===== config.mk =====
export PLATFORM = sky130hd
export DESIGN_NAME = mpu_guard
export DESIGN_NICKNAME = d
export VERILOG_FILES = /design/src/rtl/mpu_guard_pkg.sv /design/src/rtl/mpu_region_file.sv /design/src/rtl/mpu_match.sv /design/src/rtl/mpu_resolve.sv /design/src/rtl/mpu_guard.sv
export SDC_FILE = /design/constraint.sdc
export NUM_CORES = 1
export LEC_CHECK = 0
export CORE_UTILIZATION = 40
export CTS_BUF_LIST = sky130_fd_sc_hd__clkbuf_4 sky130_fd_sc_hd__clkbuf_8
export CTS_CLUSTER_SIZE = 25
export DETAILED_ROUTE_END_ITERATION = 16
export GPL_ROUTABILITY_DRIVEN = 0
export PLACE_DENSITY = 0.59
export SYNTH_ARGS = -nofsm -noshare
export SYNTH_HDL_FRONTEND = slang
export SYNTH_SLANG_ARGS = --single-unit

===== constraint.sdc =====
create_clock -name clk -period 3.91 [get_ports clk]
set_input_delay 0.782 -clock clk [delete_from_list [all_inputs] [get_ports clk]]
set_output_delay 0.782 -clock clk [all_outputs]
set_load 0.01 [all_outputs]

===== src/rtl/mpu_guard_pkg.sv =====
package mpu_guard_pkg;

   localparam logic CFG_OP_REGION = 1'b0;
   localparam logic CFG_OP_MODE   = 1'b1;

   localparam logic POL_ORDERED   = 1'b0;
   localparam logic POL_COMBINED  = 1'b1;

   function automatic int unsigned idx_width(int unsigned n);
      return (n > 1) ? $clog2(n) : 1;
   endfunction

endpackage


===== src/rtl/mpu_region_file.sv =====
module mpu_region_file
   import mpu_guard_pkg::*;
#(
   parameter int unsigned N_REG         = 3,
   parameter int unsigned ADDR_W        = 32,
   parameter int unsigned PRIV_W        = 2,
   parameter int unsigned OVERLAP_CHECK = 0,
   parameter logic        RESET_MODE    = POL_ORDERED,
   localparam int unsigned IDX_W        = idx_width(N_REG)
) (
   input  logic              clk,
   input  logic              rst_n,
   input  logic              cfg_we,
   input  logic              cfg_op,
   input  logic [IDX_W-1:0]  cfg_idx,
   input  logic [PRIV_W-1:0] cfg_priv,
   input  logic [ADDR_W-1:0] cfg_base,
   input  logic [ADDR_W-1:0] cfg_limit,
   input  logic              cfg_rd,
   input  logic              cfg_wr,
   input  logic              cfg_en,
   input  logic              cfg_mode,
   output logic [ADDR_W-1:0] base_q  [N_REG],
   output logic [ADDR_W-1:0] limit_q [N_REG],
   output logic [N_REG-1:0]  rd_q,
   output logic [N_REG-1:0]  wr_q,
   output logic [N_REG-1:0]  en_q,
   output logic              mode_q,
   output logic              cfg_err
);

   localparam logic [PRIV_W-1:0] TOP_PRIV = {PRIV_W{1'b1}};
   localparam logic [IDX_W-1:0]  MAX_IDX  = IDX_W'(N_REG - 1);

   logic [PRIV_W-1:0] own_q [N_REG];
   logic [PRIV_W-1:0] own_sel;
   logic [N_REG-1:0]  ovl;
   logic              ovl_block;
   logic              idx_ok;
   logic              range_ok;
   logic              region_ok;
   logic              mode_ok;
   logic              wr_region;
   logic              wr_mode;
   logic              refuse;

   // owner of the addressed window
   always_comb begin
      own_sel = '0;
      for (int i = 0; i < int'(N_REG); i++) begin
         if (cfg_idx == IDX_W'(i)) own_sel = own_q[i];
      end
   end

   // shared-address detection against every other enabled window
   for (genvar j = 0; j < int'(N_REG); j++) begin : g_ovl
      assign ovl[j] = en_q[j] && (cfg_idx != IDX_W'(j)) &&
                      (cfg_base <= limit_q[j]) && (base_q[j] <= cfg_limit);
   end

   if (OVERLAP_CHECK != 0) begin : g_strict
      assign ovl_block = |ovl;
   end else begin : g_owner
      logic [N_REG-1:0] ovl_hi;
      for (genvar j = 0; j < int'(N_REG); j++) begin : g_hi
         assign ovl_hi[j] = ovl[j] && (own_q[j] > cfg_priv);
      end
      assign ovl_block = |ovl_hi;
   end

   assign idx_ok    = (cfg_idx <= MAX_IDX);
   assign range_ok  = !cfg_en || (cfg_base <= cfg_limit);
   assign region_ok = idx_ok && range_ok && (cfg_priv >= own_sel) &&
                      !(cfg_en && ovl_block);
   assign mode_ok   = (cfg_priv == TOP_PRIV);

   assign wr_region = cfg_we && (cfg_op == CFG_OP_REGION) && region_ok;
   assign wr_mode   = cfg_we && (cfg_op == CFG_OP_MODE) && mode_ok;
   assign refuse    = cfg_we && !wr_region && !wr_mode;

   always_ff @(posedge clk or negedge rst_n) begin
      if (!rst_n) begin
         for (int i = 0; i < int'(N_REG); i++) begin
            base_q[i]  <= '0;
            limit_q[i] <= '0;
            own_q[i]   <= '0;
         end
         rd_q <= '0;
         wr_q <= '0;
         en_q <= '0;
      end else if (wr_region) begin
         for (int i = 0; i < int'(N_REG); i++) begin
            if (cfg_idx == IDX_W'(i)) begin
               base_q[i]  <= cfg_base;
               limit_q[i] <= cfg_limit;
               own_q[i]   <= cfg_priv;
               rd_q[i]    <= cfg_rd;
               wr_q[i]    <= cfg_wr;
               en_q[i]    <= cfg_en;
            end
         end
      end
   end

   always_ff @(posedge clk or negedge rst_n) begin
      if (!rst_n) begin
         mode_q  <= RESET_MODE;
         cfg_err <= 1'b0;
      end else begin
         if (wr_mode) mode_q <= cfg_mode;
         if (refuse)  cfg_err <= 1'b1;
      end
   end

endmodule


===== src/rtl/mpu_match.sv =====
module mpu_match #(
   parameter int unsigned N_REG  = 3,
   parameter int unsigned ADDR_W = 32
) (
   input  logic [ADDR_W-1:0] base_q  [N_REG],
   input  logic [ADDR_W-1:0] limit_q [N_REG],
   input  logic [N_REG-1:0]  rd_q,
   input  logic [N_REG-1:0]  wr_q,
   input  logic [N_REG-1:0]  en_q,
   input  logic [ADDR_W-1:0] acc_addr,
   input  logic              acc_write,
   output logic [N_REG-1:0]  hit,
   output logic [N_REG-1:0]  allow
);

   for (genvar i = 0; i < int'(N_REG); i++) begin : g_win
      assign hit[i]   = en_q[i] && (acc_addr >= base_q[i]) && (acc_addr <= limit_q[i]);
      assign allow[i] = acc_write ? wr_q[i] : rd_q[i];
   end

endmodule


===== src/rtl/mpu_resolve.sv =====
module mpu_resolve
   import mpu_guard_pkg::*;
#(
   parameter int unsigned N_REG = 3
) (
   input  logic [N_REG-1:0] hit,
   input  logic [N_REG-1:0] allow,
   input  logic             mode,
   output logic             grant
);

   logic ordered_ok;
   logic seen;
   logic combined_ok;

   // lowest-numbered hit decides
   always_comb begin
      ordered_ok = 1'b0;
      seen       = 1'b0;
      for (int i = 0; i < int'(N_REG); i++) begin
         if (!seen && hit[i]) begin
            ordered_ok = allow[i];
            seen       = 1'b1;
         end
      end
   end

   // every hit must agree
   assign combined_ok = (|hit) && (&(allow | ~hit));

   assign grant = (mode == POL_COMBINED) ? combined_ok : ordered_ok;

endmodule


===== src/rtl/mpu_guard.sv =====
module mpu_guard
   import mpu_guard_pkg::*;
#(
   parameter int unsigned N_REG         = 3,
   parameter int unsigned ADDR_W        = 32,
   parameter int unsigned PRIV_W        = 2,
   parameter int unsigned OVERLAP_CHECK = 0,
   parameter logic        RESET_MODE    = POL_ORDERED,
   localparam int unsigned IDX_W        = idx_width(N_REG)
) (
   input  logic              clk,
   input  logic              rst_n,
   input  logic              cfg_we,
   input  logic              cfg_op,
   input  logic [IDX_W-1:0]  cfg_idx,
   input  logic [PRIV_W-1:0] cfg_priv,
   input  logic [ADDR_W-1:0] cfg_base,
   input  logic [ADDR_W-1:0] cfg_limit,
   input  logic              cfg_rd,
   input  logic              cfg_wr,
   input  logic              cfg_en,
   input  logic              cfg_mode,
   input  logic              acc_req,
   input  logic [ADDR_W-1:0] acc_addr,
   input  logic              acc_write,
   output logic              rsp_valid,
   output logic              rsp_grant,
   output logic              viol_pulse,
   output logic [ADDR_W-1:0] viol_addr,
   output logic              viol_write,
   output logic              cfg_err
);

   if (N_REG < 1 || N_REG > 64) begin : g_bad_nreg
      $error("mpu_guard: N_REG must be 1..64");
   end
   if (ADDR_W < 1) begin : g_bad_addr
      $error("mpu_guard: ADDR_W must be positive");
   end
   if (PRIV_W < 1 || PRIV_W > 8) begin : g_bad_priv
      $error("mpu_guard: PRIV_W must be 1..8");
   end
   if (OVERLAP_CHECK > 1) begin : g_bad_ovl
      $error("mpu_guard: OVERLAP_CHECK must be 0 or 1");
   end

   logic [ADDR_W-1:0] base_q  [N_REG];
   logic [ADDR_W-1:0] limit_q [N_REG];
   logic [N_REG-1:0]  rd_q;
   logic [N_REG-1:0]  wr_q;
   logic [N_REG-1:0]  en_q;
   logic              mode_q;
   logic [N_REG-1:0]  hit_v;
   logic [N_REG-1:0]  allow_v;
   logic              grant_c;

   mpu_region_file #(
      .N_REG        (N_REG),
      .ADDR_W       (ADDR_W),
      .PRIV_W       (PRIV_W),
      .OVERLAP_CHECK(OVERLAP_CHECK),
      .RESET_MODE   (RESET_MODE)
   ) regs_i (
      .clk      (clk),
      .rst_n    (rst_n),
      .cfg_we   (cfg_we),
      .cfg_op   (cfg_op),
      .cfg_idx  (cfg_idx),
      .cfg_priv (cfg_priv),
      .cfg_base (cfg_base),
      .cfg_limit(cfg_limit),
      .cfg_rd   (cfg_rd),
      .cfg_wr   (cfg_wr),
      .cfg_en   (cfg_en),
      .cfg_mode (cfg_mode),
      .base_q   (base_q),
      .limit_q  (limit_q),
      .rd_q     (rd_q),
      .wr_q     (wr_q),
      .en_q     (en_q),
      .mode_q   (mode_q),
      .cfg_err  (cfg_err)
   );

   mpu_match #(
      .N_REG (N_REG),
      .ADDR_W(ADDR_W)
   ) match_i (
      .base_q   (base_q),
      .limit_q  (limit_q),
      .rd_q     (rd_q),
      .wr_q     (wr_q),
      .en_q     (en_q),
      .acc_addr (acc_addr),
      .acc_write(acc_write),
      .hit      (hit_v),
      .allow    (allow_v)
   );

   mpu_resolve #(
      .N_REG(N_REG)
   ) resolve_i (
      .hit  (hit_v),
      .allow(allow_v),
      .mode (mode_q),
      .grant(grant_c)
   );

   always_ff @(posedge clk or negedge rst_n) begin
      if (!rst_n) begin
         rsp_valid  <= 1'b0;
         rsp_grant  <= 1'b0;
         viol_pulse <= 1'b0;
         viol_addr  <= '0;
         viol_write <= 1'b0;
      end else begin
         rsp_valid  <= acc_req;
         rsp_grant  <= acc_req && grant_c;
         viol_pulse <= acc_req && !grant_c;
         if (acc_req && !grant_c) begin
            viol_addr  <= acc_addr;
            viol_write <= acc_write;
         end
      end
   end

endmodule


==> flow_summary.yaml, run 1 <==
setup_path:
  worstPathCellList: "clkdlybuf4s50_1 > ha_1 > nand4_1 > or4_4 > or4_1 > nor2b_1 > o21ai_0 > a32oi_2 > a31oi_4 > buf_6 > nor2_4 > buf_4 > buf_12 > mux2_2"
  arrival_ns: 4.38
  reg2reg_to: "viol_addr[0]"
  criticalPathCategory: "primary input to flop"
  cpPeakStageDelay_ns: 0.58
  critPathTopFamily: "simple AND/OR/NAND/NOR gates"
  ff2ff_setup_slack_ns: 0.04
  cp_max_fo: 20
  start_kind: "primary input"
  r2r_start: "regs_i.base_q[91]"
  endpoint_kind: "flop"
  crit_slowest_cell: "or4_4"
  worst-endpoint-required_ns: 4.42
  r2r_cells: 16
  startpoint: "cfg_base[21]"
  critPathBufInv: 4
global_routing:
  track_usage: 0.276
  overflow: 0
  antenna_found_initial: 1
  grt_pass1_wl_um: 105000
  grt_pass1_vias: 18100
  grt_max_degree: 134
synthesis:
  ys_seq_area_frac: 0.319
  syn_area_per_cell_um2: 9.93
  synthMuxAreaShare: 0.105
  synth_compound_area_frac: 0.153
  synth_xor_area_frac: 0
  ys_ff_latch: 245
  synth_fa_ha_area_frac: 0.276
  ys_types: 66
  synthFlopType: "dfrtp_1"
  netlist_area_um2: 19200
  synth-edff-count: 0
  yosys.area_share.simple: 0.0895
  syn-num-nets: 2471
  ys_warn_count: 0
  synthArstFlopShare: 1.00
  synth_cells: 1937
  synth_top_family_by_area: "adder cells"
die:
  start_util: 0.410
  die_area_um2: 49000
  num_rows: 79
  core_um2: 47000
  die_y_um: 221
  die_x_um: 221
  num_io_pins: 147
layout:
  area_delta_synth_final_pct: 35.6
  n_fill_cell: 4051
  layout_commonest_cell: "ha_1"
  layout-drive-gt1-share: 0.270
  nets: 2998
  final_cell_mix: "ha_1, buf_4, dfrtp_1, inv_1, a21oi_1"
  fin_util: 0.556
cts:
  cts_tree: "yes"
  cts_buffers: 50
  cts_sinks: 245
  cts_buffer_depth: 3
  clkSlewWorstSetupHoldPaths_ns: 0.06
  clk-insertion-delay-late_ns: 0.65
  cts-root-buf: "clkbuf_8"
  hold_buffers: 0
  htree_levels: 2
power_and_ir_drop:
  netSwitchingPower_mw: 6.91
  p_per_area_nw_per_um2: 651
  cellLeakagePower_nw: 13.0
  power_frac_comb: 0.557
  power_mw: 17.0
  p_int_mw: 10.1
  vdd_drop_max_v: 0.000274
  pwr-share-clk: 0.180
  p_sw_frac: 0.407
  seqPwrFrac: 0.264
flow_run:
  cap_violations: 0
timing:
  hold_viol_final: 0
  skew_ns: 0.0318
  min_period_over_period: 0.991
  finalCriticalPeriod_ns: 3.87
  maxSlewViolCount: 0
  setup_violations: 0
  fmax_ghz: 0.258
  slew_headroom: 0.431
  worstMarginPinSlew_ns: 0.853
drt:
  drc_errors: 0
  wl_per_cell_um: 21.7
  detail-route-antenna-nets: 0
  routed_wl_um: 67600
  drtPass1Iterations: 6
  drt_iter0_markers: 1462
  vias: 17500
  viasPerCell: 5.62
place:
  dp_hpwl_um: 51600
  port_buffers: 146
min_path:
  hp-class: "primary input to asynchronous set/reset pin"
status:
  outcome: "completed"
## flip-flops by register name, indices dropped and copies added, names as in the netlist
name	cells
regs_i.rd_q	3
regs_i.own_q	6
rsp_valid	1
regs_i.wr_q	3
viol_pulse	1
regs_i.en_q	3
rsp_grant	1
viol_write	1
regs_i.limit_q	96
regs_i.base_q	96
viol_addr	32
regs_i.mode_q	1
regs_i.cfg_err	1
## metrics by stage
stage | TNS (ns) | setup WS (ns) | hold slack, ns | area [um2] | cells
floorplan | 0 | 0.124 | 0.472 | 19200 | 1937
global placement | -180.39 | -1.20 | 0.474 | 23900 | 2985
detailed placement | -177.41 | -1.17 | 0.460 | 23900 | 2985
CTS | -0.233 | -0.0541 | 0.217 | 25500 | 3092
global route | -0.944 | -0.0714 | 0.239 | 26100 | 3111
finish | 0 | 0.0370 | 0.171 | 26100 | 3111
## final cells by class
cell class              instances  area, um2  area share
repair buffers                516       4510       0.173
flip-flops and latches        245       6130       0.235
well taps                     607        759      0.0291
clock buffers                  76        965      0.0370
clock inverters                15        159     0.00609
multi-input cells            1412      12700       0.485
inverters                     239        897      0.0344
diodes                          1       2.50   0.0000959
## cells by family (layout without fill, tap and decap cells)
group           Yosys count  after routing
compound gates          474            474
fa+ha+maj               424            424
simple gates            337            337
buf+inv                 280            846
flops                   245            245
mux                     177            177
other cells               0              1
## synthesized netlist by cell type (7+ instances only)
master,number,area (um2)
ha_1,424,5310
dfrtp_1,245,6130
inv_1,239,897
a21oi_1,141,706
o21ai_0,126,631
nand2_1,111,417
mux2_2,78,878
mux2i_1,70,701
nand4_1,70,438
a21o_1,69,518
nor2_1,36,135
o22ai_1,35,219
nand3_1,31,155
mux2_4,29,435
nor2b_1,22,138
a211oi_1,20,150
nor3_1,18,90.1
clkbuf_1,17,63.8
buf_2,16,80.1
o211ai_1,12,90.1
nor4_1,11,68.8
and4_1,8,70.1
nand2b_1,8,50.1
a221oi_1,7,61.3
## power groups by stage
| stage | registers [mW] | clock network, mW | logic [mW] |
|---|---|---|---|
| 2_1_floorplan | 4.34 | 0 | 5.09 |
| 3_3_place_gp | 4.47 | 0 | 8.24 |
| 3_5_place_dp | 4.51 | 0 | 8.60 |
| 4_1_cts | 4.48 | 3.09 | 8.95 |
| 5_1_grt | 4.62 | 3.21 | 10.5 |
| 6_report | 4.47 | 3.05 | 9.45 |
## worst max path at each step
stage                        endpoint  slack, ns  depth (start not counted)
floorplan               viol_addr[10]       0.12                         12
global placement         viol_addr[8]      -1.20                         14
detailed placement       viol_addr[8]      -1.17                         14
CTS                     viol_addr[31]      -0.05                         17
global route             viol_addr[0]      -0.07                         16
finish              regs_i.base_q[50]       0.04                         14
## per-layer routing
metal | vias to the layer above | routed length, um | GRT usage
met2 | 548 | 30600 | 0.438
met3 | 131 | 3970 | 0.0398
li1 | 8183 | - | -
met1 | 8629 | 30800 | 0.382
met4 | 0 | 2260 | 0.0993
met5 | - | 0 | 0
## repair_timing
| item | CTS | global route |
|---|---|---|
| gates resized for setup | 80 | 112 |
| setup buffers | 15 | 19 |
| pin swaps | 27 | 58 |
| gates cloned | 1 | 1 |
| endpoints found under the setup margin | 165 | 217 |
No activity file was read; power rests on OpenSTA's default activity.
==> run 2: changes to the inputs <==
==> constraint.sdc (replaced) <==
create_clock -name clk -period 4.1 [get_ports clk]
set_input_delay 0.615 -clock clk [delete_from_list [all_inputs] [get_ports clk]]
set_output_delay 0.615 -clock clk [all_outputs]
set_load 0.01 [all_outputs]
==> run 2 against run 1 <==
Against the previous run:
- die area unchanged
- total power down 9.9%
- highest routed layer unchanged
- largest power group unchanged
- via count down 2.1%
- sequential cell count unchanged
==> flow_summary.yaml, run 2 (same netlist as run 1, synthesis figures left out) <==
status:
  outcome: "completed"
cts:
  cts_buffers: 48
  clk-insertion-delay-late_ns: 0.63
  cts_buffer_depth: 3
  cts_sinks: 245
  hold_buffers: 0
  htree_levels: 2
  cts-root-buf: "clkbuf_8"
  clkSlewWorstSetupHoldPaths_ns: 0.06
  cts_tree: "yes"
die:
  core_um2: 47000
  die_y_um: 221
  num_rows: 79
  start_util: 0.410
  num_io_pins: 147
  die_area_um2: 49000
  die_x_um: 221
timing:
  min_period_over_period: 0.971
  whs_ns: 0.0827
  maxSlewViolCount: 0
  finalCriticalPeriod_ns: 3.98
  fin_setup_tns_ns: 0
  skew_ns: 0.0291
  fmax_ghz: 0.251
  setup_violations: 0
  hold_viol_final: 0
  slew_headroom: 0.355
  worstMarginPinSlew_ns: 0.967
power_and_ir_drop:
  p_sw_frac: 0.404
  power_frac_comb: 0.536
  pwr-share-clk: 0.185
  cellLeakagePower_nw: 12.4
  seqPwrFrac: 0.279
  p_per_area_nw_per_um2: 617
  power_mw: 15.3
  netSwitchingPower_mw: 6.17
  vdd_drop_max_v: 0.000267
  p_int_mw: 9.12
setup_path:
  endpoint_kind: "flop"
  criticalPathCategory: "primary input to flop"
  r2r_cells: 16
  reg2reg_to: "viol_addr[23]"
  worst-endpoint-required_ns: 4.59
  start_kind: "primary input"
  startpoint: "acc_addr[27]"
  r2r_start: "regs_i.base_q[94]"
  crit_slowest_cell: "or4_4"
  worstPathCellList: "clkdlybuf4s50_1 > ha_1 > nand4_1 > buf_4 > or4_4 > a21oi_2 > a211oi_2 > buf_4 > a211oi_4 > buf_4 > nand2_2 > and4bb_1 > a311oi_4 > buf_6 > buf_12 > mux2_4"
  cp_max_fo: 10
  crit_top_cell: "buf_4"
  endpoint: "viol_addr[23]"
  arrival_ns: 4.48
  cpPeakStageDelay_ns: 0.54
  ff2ff_setup_slack_ns: 0.15
global_routing:
  grt_pass1_vias: 17700
  grt_pass1_wl_um: 102000
  antenna_found_initial: 0
  track_usage: 0.271
  grt_max_degree: 111
  overflow: 0
place:
  dp_cells: 2943
  place_area_um2: 23600
  dp_hpwl_um: 51500
  port_buffers: 146
layout:
  n_fill_cell: 4220
  nets: 2922
  seqCellArea_um2: 6130
  layout-drive-gt1-share: 0.210
  final_cell_mix: "ha_1, buf_4, dfrtp_1, inv_1, a21oi_1"
  n_antenna_cell: 0
  multi_input_area_um2: 12100
  layout_commonest_cell: "ha_1"
  final_cell_area_um2: 24800
  reg_top3: "regs_i.base_q: 96 flops, regs_i.limit_q: 96 flops, viol_addr: 32 flops"
  area_delta_synth_final_pct: 28.9
  stdcell_count: 3026
drt:
  detail-route-antenna-nets: 0
  drtPass1Iterations: 5
  routed_wl_um: 66100
  viasPerCell: 5.66
  wl_per_cell_um: 21.9
  vias: 17100
  drt_iter0_markers: 1263
  drc_errors: 0
min_path:
  hp-class: "primary input to asynchronous set/reset pin"
flow_run:
  cap_violations: 0
==> run 2: cell types whose count changed in the layout (fill, tap and decap cells not counted), sizes merged <==
cell,change
diode,-1
clkdlybuf4s15,-1
buf,-73
dlygate4sd2,-3
dlymetal6s2s,-8
clkdlybuf4s50,+23
clkbuf,-18
clkinv,-5
bufinv,+2
inv,-1
==> run 2: power groups by stage <==
| stage | clock, mW | combinational, mW | sequential, mW |
|---|---|---|---|
| 2_1_floorplan | 0 | 4.86 | 4.14 |
| 3_3_place_gp | 0 | 7.65 | 4.26 |
| 6_report | 2.83 | 8.20 | 4.26 |
| 3_5_place_dp | 0 | 8.02 | 4.29 |
| 4_1_cts | 2.88 | 8.10 | 4.26 |
| 5_1_grt | 2.98 | 9.18 | 4.40 |
==> run 2: how the worst min path moves through the flow <==
stage | to | slack [ns] | depth (start not counted)
global route | regs_i.base_q[38] | 0.13 | 1
floorplan | regs_i.base_q[0] | 0.32 | 0
global placement | regs_i.cfg_err | 0.46 | 1
finish | regs_i.base_q[38] | 0.08 | 1
CTS | regs_i.base_q[38] | 0.09 | 1
detailed placement | regs_i.cfg_err | 0.48 | 1
==> run 2: area by class of cell <==
cell class / instances / area share
multi-input cells: 1412 / 0.487
clock inverters: 11 / 0.00737
flip-flops and latches: 245 / 0.247
clock buffers: 70 / 0.0353
well taps: 607 / 0.0306
repair buffers: 442 / 0.156
inverters: 239 / 0.0362
==> run 2: metrics by stage <==
step,utilization,setup slack (ns)
CTS,0.527,0.0139
global placement,0.504,-0.963
detailed placement,0.504,-0.979
global route,0.528,-0.00683
finish,0.528,0.117
floorplan,-,0.481
==> run 2: worst max-delay path: cells and delay by family <==
family,cells,cell delay [ns]
buf+inv,6,1.37
simple gates,4,0.91
mux,1,0.30
compound gates,4,0.91
fa+ha+maj,1,0.36
==> run 2: routing by layer <==
metal  part of all wire  global-route usage  wire, um  up-vias
met2               0.45               0.434     29800      549
met5                  0                   0         0        -
met4              0.025              0.0792      1680        0
met1               0.46               0.375     30300     8451
li1                   -                   -         -     8012
met3              0.067              0.0424      4400      118
==> run 2: what timing repair did <==
action                                  CTS  global route
buffers inserted                          2             0
pin swaps                                 2             4
endpoints found under the setup margin   33            33
resized for setup                         9            20
